[src/rtl/wseq_pkg.sv]
package wseq_pkg;

    typedef enum logic [1:0] {
        OP_NOP = 2'd0,
        OP_PRE = 2'd1,
        OP_ACT = 2'd2,
        OP_WR  = 2'd3
    } wseq_op_e;

    typedef enum logic [1:0] {
        PG_HIT,
        PG_MISS,
        PG_EMPTY
    } wseq_page_e;

    typedef enum logic [2:0] {
        ST_IDLE,
        ST_PRE,
        ST_ACT,
        ST_WR,
        ST_CLOSE
    } wseq_state_e;

    function automatic wseq_page_e page_class(input logic is_open, input logic same_row);
        if (!is_open)      return PG_EMPTY;
        else if (same_row) return PG_HIT;
        else               return PG_MISS;
    endfunction

    function automatic wseq_state_e first_state(input wseq_page_e pg);
        case (pg)
            PG_HIT:  return ST_WR;
            PG_MISS: return ST_PRE;
            default: return ST_ACT;
        endcase
    endfunction

endpackage

[src/rtl/wseq_gap_timer.sv]
module wseq_gap_timer #(
    parameter int TW = 6
) (
    input  logic          clk,
    input  logic          rst,
    input  logic          load,
    input  logic [TW-1:0] value,
    output logic          ok
);
    logic [TW-1:0] cnt;

    always_ff @(posedge clk) begin
        if (rst)             cnt <= '0;
        else if (load)       cnt <= value;
        else if (cnt != '0)  cnt <= cnt - TW'(1);
    end

    // A command may be registered while the count is 1 or less: it becomes
    // visible on the following edge, exactly value cycles after the load.
    assign ok = (cnt <= TW'(1));
endmodule

[src/rtl/wseq_bank_table.sv]
module wseq_bank_table #(
    parameter int BANKS = 8,
    parameter int ROW_W = 14,
    parameter int TW    = 6,
    localparam int BA_W = (BANKS > 1) ? $clog2(BANKS) : 1
) (
    input  logic             clk,
    input  logic             rst,
    input  logic [BA_W-1:0]  upd_bank,
    input  logic             act_en,
    input  logic             pre_en,
    input  logic             wr_en,
    input  logic [ROW_W-1:0] act_row,
    input  logic [TW-1:0]    t_ras,
    input  logic [TW-1:0]    t_wrp,
    input  logic [BA_W-1:0]  q_bank,
    output logic             q_open,
    output logic [ROW_W-1:0] q_row,
    output logic             q_pre_ok
);
    logic [BANKS-1:0] open_r;
    logic [ROW_W-1:0] row_r [BANKS];
    logic [BANKS-1:0] ras_ok;
    logic [BANKS-1:0] wrp_ok;

    for (genvar b = 0; b < BANKS; b++) begin : g_bank
        logic hit_b;
        assign hit_b = (upd_bank == BA_W'(b));

        always_ff @(posedge clk) begin
            if (rst) begin
                open_r[b] <= 1'b0;
                row_r[b]  <= '0;
            end else if (act_en && hit_b) begin
                open_r[b] <= 1'b1;
                row_r[b]  <= act_row;
            end else if (pre_en && hit_b) begin
                open_r[b] <= 1'b0;
            end
        end

        wseq_gap_timer #(.TW(TW)) i_ras (
            .clk(clk), .rst(rst), .load(act_en && hit_b), .value(t_ras), .ok(ras_ok[b])
        );
        wseq_gap_timer #(.TW(TW)) i_wrp (
            .clk(clk), .rst(rst), .load(wr_en && hit_b), .value(t_wrp), .ok(wrp_ok[b])
        );
    end

    assign q_open   = open_r[q_bank];
    assign q_row    = row_r[q_bank];
    assign q_pre_ok = ras_ok[q_bank] && wrp_ok[q_bank];
endmodule

[src/rtl/wseq_launch_delay.sv]
module wseq_launch_delay #(
    parameter int TW = 6,
    localparam int DEPTH = 2 ** TW
) (
    input  logic          clk,
    input  logic          rst,
    input  logic          wr_in,
    input  logic [TW-1:0] t_cwd,
    output logic          launch
);
    logic [DEPTH-1:0] sh;

    always_ff @(posedge clk) begin
        if (rst) sh <= '0;
        else     sh <= {sh[DEPTH-2:0], wr_in};
    end

    assign launch = (t_cwd == '0) ? wr_in : sh[t_cwd - TW'(1)];
endmodule

[src/rtl/dram_wr_sequencer.sv]
module dram_wr_sequencer
    import wseq_pkg::*;
#(
    parameter int BANKS = 8,
    parameter int ROW_W = 14,
    parameter int COL_W = 7,
    parameter int LEN_W = 4,
    parameter int TW    = 6,
    localparam int BA_W = (BANKS > 1) ? $clog2(BANKS) : 1
) (
    input  logic             clk,
    input  logic             rst,
    input  logic             req_valid,
    output logic             req_ready,
    input  logic [BA_W-1:0]  req_bank,
    input  logic [ROW_W-1:0] req_row,
    input  logic [COL_W-1:0] req_col,
    input  logic [LEN_W-1:0] req_len,
    input  logic             close_page,
    input  logic [TW-1:0]    t_rp,
    input  logic [TW-1:0]    t_rcd,
    input  logic [TW-1:0]    t_cc,
    input  logic [TW-1:0]    t_wrp,
    input  logic [TW-1:0]    t_ras,
    input  logic [TW-1:0]    t_cwd,
    output logic [1:0]       cmd_op,
    output logic [BA_W-1:0]  cmd_bank,
    output logic [ROW_W-1:0] cmd_row,
    output logic [COL_W-1:0] cmd_col,
    output logic             wdata_launch
);
    wseq_state_e      state;
    logic [BA_W-1:0]  cur_bank;
    logic [ROW_W-1:0] cur_row;
    logic [COL_W-1:0] cur_col;
    logic [LEN_W-1:0] left;
    logic             close_q;

    logic             accept;
    logic [BA_W-1:0]  q_bank;
    logic             q_open;
    logic [ROW_W-1:0] q_row;
    logic             q_pre_ok;
    wseq_page_e       page;
    logic             iss_pre, iss_act, iss_wr;
    logic             rp_ok, rcd_ok, cc_ok;
    wseq_op_e         op_q;

    assign req_ready = (state == ST_IDLE);
    assign accept    = req_valid && req_ready;
    assign q_bank    = req_ready ? req_bank : cur_bank;
    assign page      = page_class(q_open, q_row == req_row);

    assign iss_pre = ((state == ST_PRE) || (state == ST_CLOSE)) && q_pre_ok;
    assign iss_act = (state == ST_ACT) && rp_ok;
    assign iss_wr  = (state == ST_WR) && rcd_ok && cc_ok;

    wseq_bank_table #(.BANKS(BANKS), .ROW_W(ROW_W), .TW(TW)) i_table (
        .clk(clk), .rst(rst), .upd_bank(cur_bank),
        .act_en(iss_act), .pre_en(iss_pre), .wr_en(iss_wr),
        .act_row(cur_row), .t_ras(t_ras), .t_wrp(t_wrp),
        .q_bank(q_bank), .q_open(q_open), .q_row(q_row), .q_pre_ok(q_pre_ok)
    );

    wseq_gap_timer #(.TW(TW)) i_rp  (.clk(clk), .rst(rst), .load(iss_pre), .value(t_rp),  .ok(rp_ok));
    wseq_gap_timer #(.TW(TW)) i_rcd (.clk(clk), .rst(rst), .load(iss_act), .value(t_rcd), .ok(rcd_ok));
    wseq_gap_timer #(.TW(TW)) i_cc  (.clk(clk), .rst(rst), .load(iss_wr),  .value(t_cc),  .ok(cc_ok));

    // Sequencing state
    always_ff @(posedge clk) begin
        if (rst) begin
            state    <= ST_IDLE;
            cur_bank <= '0;
            cur_row  <= '0;
            cur_col  <= '0;
            left     <= '0;
            close_q  <= 1'b0;
        end else begin
            case (state)
                ST_IDLE: if (accept) begin
                    cur_bank <= req_bank;
                    cur_row  <= req_row;
                    cur_col  <= req_col;
                    left     <= req_len;
                    close_q  <= close_page;
                    state    <= first_state(page);
                end
                ST_PRE:   if (iss_pre) state <= ST_ACT;
                ST_ACT:   if (iss_act) state <= ST_WR;
                ST_WR: if (iss_wr) begin
                    cur_col <= cur_col + COL_W'(1);
                    if (left == '0) state <= close_q ? ST_CLOSE : ST_IDLE;
                    else            left  <= left - LEN_W'(1);
                end
                ST_CLOSE: if (iss_pre) state <= ST_IDLE;
                default:  state <= ST_IDLE;
            endcase
        end
    end

    // Registered command output
    always_ff @(posedge clk) begin
        if (rst) begin
            op_q     <= OP_NOP;
            cmd_bank <= '0;
            cmd_row  <= '0;
            cmd_col  <= '0;
        end else begin
            op_q     <= OP_NOP;
            cmd_bank <= '0;
            cmd_row  <= '0;
            cmd_col  <= '0;
            if (iss_pre) begin
                op_q     <= OP_PRE;
                cmd_bank <= cur_bank;
            end else if (iss_act) begin
                op_q     <= OP_ACT;
                cmd_bank <= cur_bank;
                cmd_row  <= cur_row;
            end else if (iss_wr) begin
                op_q     <= OP_WR;
                cmd_bank <= cur_bank;
                cmd_col  <= cur_col;
            end
        end
    end

    assign cmd_op = op_q;

    wseq_launch_delay #(.TW(TW)) i_launch (
        .clk(clk), .rst(rst), .wr_in(op_q == OP_WR), .t_cwd(t_cwd), .launch(wdata_launch)
    );
endmodule

[config.mk]
export PLATFORM = sky130hd
export DESIGN_NAME = dram_wr_sequencer
export DESIGN_NICKNAME = d
export VERILOG_FILES = /design/src/rtl/wseq_pkg.sv /design/src/rtl/wseq_gap_timer.sv /design/src/rtl/wseq_bank_table.sv /design/src/rtl/wseq_launch_delay.sv /design/src/rtl/dram_wr_sequencer.sv
export SDC_FILE = /design/constraint.sdc
export NUM_CORES = 1
export LEC_CHECK = 0
export ABC_AREA = 0
export BUFFER_PORTS_ARGS = -buffer_cell sky130_fd_sc_hd__buf_2
export CORE_ASPECT_RATIO = 0.7
export CORE_MARGIN = 3
export CORE_UTILIZATION = 35
export CTS_CLUSTER_SIZE = 12
export DETAILED_ROUTE_END_ITERATION = 6
export GPL_ROUTABILITY_DRIVEN = 1
export PLACE_DENSITY_LB_ADDON = 0.12
export SETUP_SLACK_MARGIN = 0.4
export SYNTH_ARGS = -nofsm -noshare
export SYNTH_HDL_FRONTEND = slang
export SYNTH_SLANG_ARGS = --single-unit
[constraint.sdc]
create_clock -name clk -period 4.7 [get_ports clk]
set_input_delay 0.235 -clock clk [delete_from_list [all_inputs] [get_ports clk]]
set_output_delay 0.235 -clock clk [all_outputs]
set_load 0.05 [all_outputs]
==> results by group, run 1 <==
Hold path
  • HP Start: t_cc[2]
  • Hold Path Depth: 3
  • Worst Hold Class: primary input to flop
  • Hold Crit Endpoint: i_cc.cnt[2]

Synth
  • Synth async-reset ratio: 0%
  • Mapped Cells: 1801
  • Post-Syn Area: 0.0171 mm^2
  • Post-synthesis sequential area ratio: 48.3%
  • Number of synthesized flops with an enable pin: 112
  • Prevailing post-synth register cell: dfxtp_1
  • Post-synth top area share: 28.6%
  • Synth area leader: dfxtp_1
  • Yosys warnings: 0
  • Yosys reg bits: 356
  • Synth top area cells: dfxtp_1 29%, edfxtp_1 20%, and2_1 5.3%
  • Synth cell types: 73
  • Syn nets: 1911
  • Mean Syn Cell Area: 9.48 um^2

Flow run
  • Max-cap viol count: 0

Timing
  • RSZ-0062 raised after global routing: no
  • Final Slew Violations: 0
  • Min cycle time layout: 3.87 ns
  • F_max: 0.259 GHz
  • Max Clock Skew: 0.0165 ns
  • Final hold vios: 0
  • Setup violation total in the final timing report: 0
  • Sum Neg Setup Slack: 0 ns
  • Fin crit share: 82.3%
  • Slew headroom: 19.3%
  • Slew @ Worst Pin: 1.21 ns

Power and ir drop
  • Switching Fraction: 38.2%
  • Int Pwr: 7.38 mW
  • Sequential share of power: 35.5%
  • Logic pwr share: 39.5%
  • Clock power share: 25.0%
  • Pwr dens: 607 mW/mm^2
  • Switch Pwr: 4.57 mW
  • Peak supply drop: 0.279 mV
  • Lkg Pwr: 7.58 nW

Drt
  • Wire per inst: 19.0 um
  • Iter 0 DRT Violations: 1162
  • Vias/cell: 5.16
  • Via count: 13261
  • First drt pass iteration count: 5
  • Routed WL: 48800 um
  • Drt drc: 0
  • Post-DRT Antenna Nets: 0

GRT
  • Largest net degree at the start of global routing: 75
  • First-pass GRT wire length: 75600 um
  • Grt total ovfl: 0
  • GRT Overall Usage: 18.8%
  • Initial antenna violation count: 1
  • Vias in the first global route: 12750

Floorplan
  • Core area: 0.0480 mm^2
  • Total Die Area: 0.0515 mm^2
  • Initial Util: 35.5%
  • IO Pins: 96
  • Rows: 67
  • Die width: 270 um
  • Die height: 191 um

Setup path
  • Critical Path Most Common Cell: o41ai_1
  • CP max stage cell: dfxtp_1
  • Crit start category: flop
  • CP cell instances: or4b_4 -> nand2_1 -> o41ai_1 -> o22ai_1 -> and3b_1 -> nand2_2 -> o41ai_1 -> a21oi_1
  • Crit path max fanout: 30
  • Crit-path max cell delay: 0.89 ns
  • CP required: 5.09 ns
  • Critical path capture point type: flop
  • Worst R2R End: i_table.open_r[0]
  • CP Data Arrival Time: 4.25 ns
  • RR Startpoint: state[1]
  • WS Path Type: flop to flop
  • Flop-to-flop setup slack: 0.83 ns
  • Worst Reg2Reg Path Length in Cells: 8

Clock tree
  • CTS H-Tree Depth: 2
  • Clk_lat worst skew: 0.55 ns
  • CTS Root Buffer Type: clkbuf_16
  • Max Buffers Root-to-Sink: 3
  • Clock sinks: 356
  • CTS buffer count: 39
  • Setup bufs post-CTS: 0
  • CTS tree: yes
  • Clock transition at path regs: 0.06 ns

Place
  • GPL Wtd Cong: 0.846
  • Post-DP HPWL: 32800 um
  • Port bufs: 95
  • DP Cell Count: 2471

Layout
  • Reg area: 0.00825 mm^2
  • Fillers: 4711
  • Area Growth Syn to Fin: 15.3%
  • Layout cells sized above 1: 11.9%
  • Ant diodes: 0
  • Final cell count without fillers: 2572
  • Post-Route Utilization: 41.0%
  • Fin nets: 2002
  • Multi-input gate area: 0.00823 mm^2

Status
  • Status: finished, final reports clean
layout by cell type (no fill, tap or decap), types with 6 or more instances in the layout:
| master | instances |
|---|---|
| dfxtp_1 | 244 |
| nand2_1 | 214 |
| and2_1 | 144 |
| nor2_1 | 137 |
| a21oi_1 | 124 |
| edfxtp_1 | 112 |
| buf_2 | 94 |
| nand3_1 | 70 |
| nor2b_1 | 67 |
| o21ai_0 | 62 |
| nor3_1 | 51 |
| xnor2_1 | 50 |
| inv_1 | 45 |
| ha_1 | 42 |
| clkbuf_16 | 41 |
| a211oi_1 | 38 |
| dlygate4sd3_1 | 35 |
| nor3b_1 | 24 |
| xor2_1 | 24 |
| buf_4 | 24 |
| mux4_2 | 23 |
| mux2i_1 | 21 |
| nand2b_1 | 17 |
| mux2_2 | 15 |
| a311oi_1 | 15 |
| a221oi_1 | 14 |
| nor4_1 | 13 |
| clkbuf_1 | 13 |
| a31oi_1 | 12 |
| o211ai_1 | 11 |
| o22ai_1 | 10 |
| a32oi_1 | 7 |
| or3_1 | 7 |
| or4_1 | 6 |
| o31ai_1 | 6 |
| nand4_1 | 6 |
cell usage after synthesis (all sizes together), types with 15 or more instances:
master / n
xnor2: 50
inv: 45
dfxtp: 244
mux4: 23
a311oi: 15
a211oi: 40
nand2: 216
buf: 25
nor3b: 24
mux2: 16
and2: 146
clkbuf: 79
nand3: 70
nor3: 52
xor2: 24
nor2: 138
edfxtp: 112
a21oi: 125
mux2i: 21
nand2b: 17
ha: 42
o21ai: 64
nor2b: 67
layer usage:
layer / global-route usage (%) / wire, um
met5: 0 / 7
met4: 5.02 / 1030
met3: 3.21 / 2350
met2: 27.2 / 19900
met1: 28.7 / 25500
timing repair:
item	in CTS	in global routing
setup endpoints to repair	0	0
endpoints found under the hold margin	35	0
hold buffers	35	0
resized for setup	0	0
per-stage QoR:
step / hold slack [ns] / area, um^2 / setup slack, ns / power, mW
global placement: 0.437 / 18100 / 1.07 / 8.90
detailed placement: 0.447 / 18100 / 0.945 / 8.94
finish: 0.0408 / 19700 / 0.834 / 11.9
CTS: 0.00152 / 19700 / 0.933 / 12.0
floorplan: 0.371 / 17100 / 1.14 / 7.80
global route: 0.0369 / 19700 / 0.657 / 12.8
how the worst max path moves through the flow:
stage,start,slack [ns],to,depth (start not counted)
final,state[1],0.83,i_table.open_r[0],8
after global placement,state[1],1.07,i_table.open_r[0],8
after detailed placement,state[1],0.95,i_table.open_r[0],8
after floorplan,t_cwd[0],1.14,wdata_launch,10
after global routing,state[1],0.66,i_table.open_r[0],8
after CTS,state[1],0.93,i_table.open_r[0],8
critical path: cells and delay by family, from the launching register on:
family / cells / cell delay, ns
simple gates: 4 / 1.41
compound gates: 4 / 1.40
flops: 1 / 0.89
sequential cells by signal (all words and copies together), names as in the netlist:
| name | cells |
|---|---|
| close_q | 1 |
| cmd_bank | 3 |
| cmd_col | 7 |
| cmd_op | 2 |
| cmd_row | 14 |
| cur_bank | 3 |
| cur_col | 7 |
| cur_row | 14 |
| i_cc.cnt | 6 |
| i_launch.sh | 64 |
| i_rcd.cnt | 6 |
| i_rp.cnt | 6 |
| i_table.g_bank.i_ras.cnt | 48 |
| i_table.g_bank.i_wrp.cnt | 48 |
| i_table.open_r | 8 |
| i_table.row_r | 112 |
| left | 4 |
| state | 3 |
power by group through the flow:
stage | sequential [mW] | combinational, mW | clock (mW)
2_1_floorplan | 4.13 | 3.67 | 0
3_3_place_gp | 4.30 | 4.61 | 0
3_5_place_dp | 4.29 | 4.65 | 0
4_1_cts | 4.24 | 4.71 | 3.08
5_1_grt | 4.33 | 5.30 | 3.19
6_report | 4.24 | 4.71 | 2.99
layout make-up:
cell class | instances | area share [%]
sequential | 356 | 41.9
multi-input combinational | 1296 | 41.8
clock buffer | 59 | 5.81
timing repair buffer | 154 | 5.14
tap | 655 | 4.16
inverter | 45 | 0.858
clock inverter | 7 | 0.318
kinds of logic (layout without fill, tap and decap cells):
| logic type | Yosys count | in the layout | synth area share (%) |
|---|---|---|---|
| compound gates | 328 | 328 | 12.0 |
| xor+xnor | 74 | 74 | 3.80 |
| fa+ha+maj | 42 | 42 | 3.08 |
| buf+inv | 149 | 265 | 3.67 |
| flops | 356 | 356 | 48.3 |
| mux | 60 | 60 | 5.32 |
| simple gates | 792 | 792 | 23.8 |
Power figures use the tool's default switching activity.
==> run 2: changes to the inputs <==
==> constraint.sdc (replaced) <==
create_clock -name clk -period 3.6 [get_ports clk]
set_input_delay 0.18 -clock clk [delete_from_list [all_inputs] [get_ports clk]]
set_output_delay 0.18 -clock clk [all_outputs]
set_load 0.05 [all_outputs]
==> results by group, run 2 (synthesized netlist as in run 1, its figures left out) <==
Layout
  • Max reg flops: 112 (unchanged)
  • Most frequent cells in the layout: 240 x dfxtp_1, 214 x nand2_1, 144 x and2_1, 136 x nor2_1, 124 x a21oi_1
  • Largest regs: i_table.row_r: 112 flops, i_launch.sh: 64 flops
  • Fin nets: 2042 (+2.0%)
  • Area Growth Syn to Fin: 18.0%
  • Layout cells sized above 1: 13.6% (+1.7 points)
  • Commonest non-fill, non-tap cell in the layout: dfxtp_1
  • Final Instance Area: 0.0201 mm^2 (+2.4%)
  • Final cell count without fillers: 2619 (+1.8%)
  • Post-Route Utilization: 41.9% (+0.97 points)
  • Biggest register: i_table.row_r

Timing
  • Final Slew Violations: 0 (unchanged)
  • Slew @ Worst Pin: 1.18 ns (-0.0278 ns)
  • Min cycle time layout: 3.07 ns (-0.794 ns)
  • Sum Neg Setup Slack: 0 ns (unchanged)
  • Slew headroom: 21.1% (+1.9 points)
  • Setup violation total in the final timing report: 0 (unchanged)
  • Final hold vios: 0 (unchanged)
  • F_max: 0.326 GHz (+26%)
  • Max Clock Skew: 0.0167 ns (+0.000257 ns)
  • RSZ-0062 raised after global routing: yes
  • Fin crit share: 85.3% (+3.1 points)

Clock tree
  • CTS tree: yes
  • Max Buffers Root-to-Sink: 3 (unchanged)
  • Clock sinks: 356 (unchanged)
  • Clock transition at path regs: 0.06 ns (about the same)
  • CTS Root Buffer Type: clkbuf_16
  • Setup bufs post-CTS: 0 (unchanged)
  • CTS H-Tree Depth: 2 (unchanged)
  • Clk_lat worst skew: 0.56 ns (about the same)
  • CTS buffer count: 40 (+2.6%)

Hold path
  • Worst Hold Class: primary input to flop

GRT
  • Met3 usage: 3.61% (+0.40 points)
  • First-pass GRT wire length: 76300 um (+0.88%)
  • Largest net degree at the start of global routing: 120 (+60%)
  • Vias in the first global route: 13062 (+2.4%)
  • GR Layer Usage met2: 27.1% (-0.16 points)
  • Grt total ovfl: 0 (unchanged)
  • Global Route met1 Usage: 28.7% (about the same)
  • Initial antenna violation count: 2 (+1)
  • GR peak layer: met1
  • GRT Overall Usage: 18.8% (-0.040 points)

Floorplan
  • IO Pins: 96 (unchanged)
  • Die width: 270 um (unchanged)
  • Die height: 191 um (unchanged)
  • Total Die Area: 0.0515 mm^2 (unchanged)
  • Core area: 0.0480 mm^2 (unchanged)
  • Rows: 67 (unchanged)
  • Initial Util: 35.5% (unchanged)

Setup path
  • CP Data Arrival Time: 3.56 ns (-0.69 ns)
  • CP required: 4.09 ns (-1.00 ns)
  • Critical path capture point type: flop
  • Crit path max fanout: 28 (-6.7%)
  • WS Path Type: flop to flop
  • Crit start category: flop

Power and ir drop
  • Peak supply drop: 0.289 mV (+3.9%)
  • Lkg Pwr: 7.83 nW (+3.3%)
  • Pwr dens: 796 mW/mm^2 (+31%)

Drt
  • Post-DRT Antenna Nets: 0 (unchanged)
  • Iter 0 DRT Violations: 967 (-17%)
  • First drt pass iteration count: 5 (unchanged)
  • Via count: 13464 (+1.5%)
  • Vias/cell: 5.14 (-0.29%)
  • Drt drc: 0 (unchanged)
  • Routed WL: 48700 um (-0.15%)
  • Wire per inst: 18.6 um (-1.9%)

Place
  • Post-DP HPWL: 33100 um (+0.80%)
  • DP Area: 0.0183 mm^2 (+1.1%)
  • DP Cell Count: 2495 (+0.97%)
  • Port bufs: 95 (unchanged)
  • GPL Wtd Cong: 0.802 (-5.2%)

Status
  • Status: finished, final reports clean

Flow run
  • Max-cap viol count: 0 (unchanged)
==> run 2: cell count changes in the layout (fill, tap and decap cells not counted), moves of 4 or more <==
cell,change
buf_4,+23
dlygate4sd3_1,+15
clkbuf_8,+5
clkbuf_1,-4
dfxtp_1,-4
dfxtp_2,+4
==> run 2: repair_timing <==
action                                 4_1_cts  5_1_grt
endpoints found under the hold margin       71        0
hold buffers                                50        0
pin swaps                                    0        0
setup endpoints to repair                    1       25
resized for setup                            3        4
cloned                                       0        0
==> run 2: worst paths after layout <==
path	from	endpoint	slack (ns)	cells past startpoint
max reg2reg	state[2]	state[1]	0.53	9
min reg2reg	i_launch.sh[45]	i_launch.sh[46]	0.46	1
max	state[2]	state[1]	0.53	9
min	req_len[2]	left[2]	0.03	5
==> run 2: stage by stage <==
step	hold WS, ns	total power, mW	worst slack, ns
global placement	0.410	11.8	0.477
detailed placement	0.422	11.9	0.382
CTS	0.000560	16.1	0.518
floorplan	0.316	10.2	0.461
finish	0.0332	16.0	0.528
global route	0.0300	17.2	0.343
==> run 2: cell type report <==
type | instances | area, um^2
clock inverter | 11 | 87.6
antenna | 2 | 5.00
sequential | 356 | 8250
fill | 4705 | 27900
tap | 655 | 820
clock buffer | 61 | 1220
multi-input combinational | 1296 | 8240
timing repair buffer | 193 | 1360
inverter | 45 | 169
==> run 2: layer usage <==
layer | vias up | share of wire [%]
met1 | 6445 | 51
li1 | 6605 | -
met5 | - | 0.025
met2 | 343 | 41
met3 | 69 | 6.1
met4 | 2 | 1.8
==> run 2: power breakdown <==
| group | total [mW] | switching, mW | internal, mW |
|---|---|---|---|
| clock | 4.11 | 1.70 | 2.41 |
| sequential | 5.53 | 0.684 | 4.85 |
| combinational | 6.40 | 3.73 | 2.66 |
==> run 2: worst max-delay path: stages, from the launching register on <==
cell     delay [ns]
dfxtp_2        0.42
or4b_4         0.58
nand2_1        0.21
buf_4          0.40
mux2_2         0.39
o22ai_1        0.27
nor3_1         0.08
nor3_1         0.22
nand4_1        0.24
o21ai_1        0.18
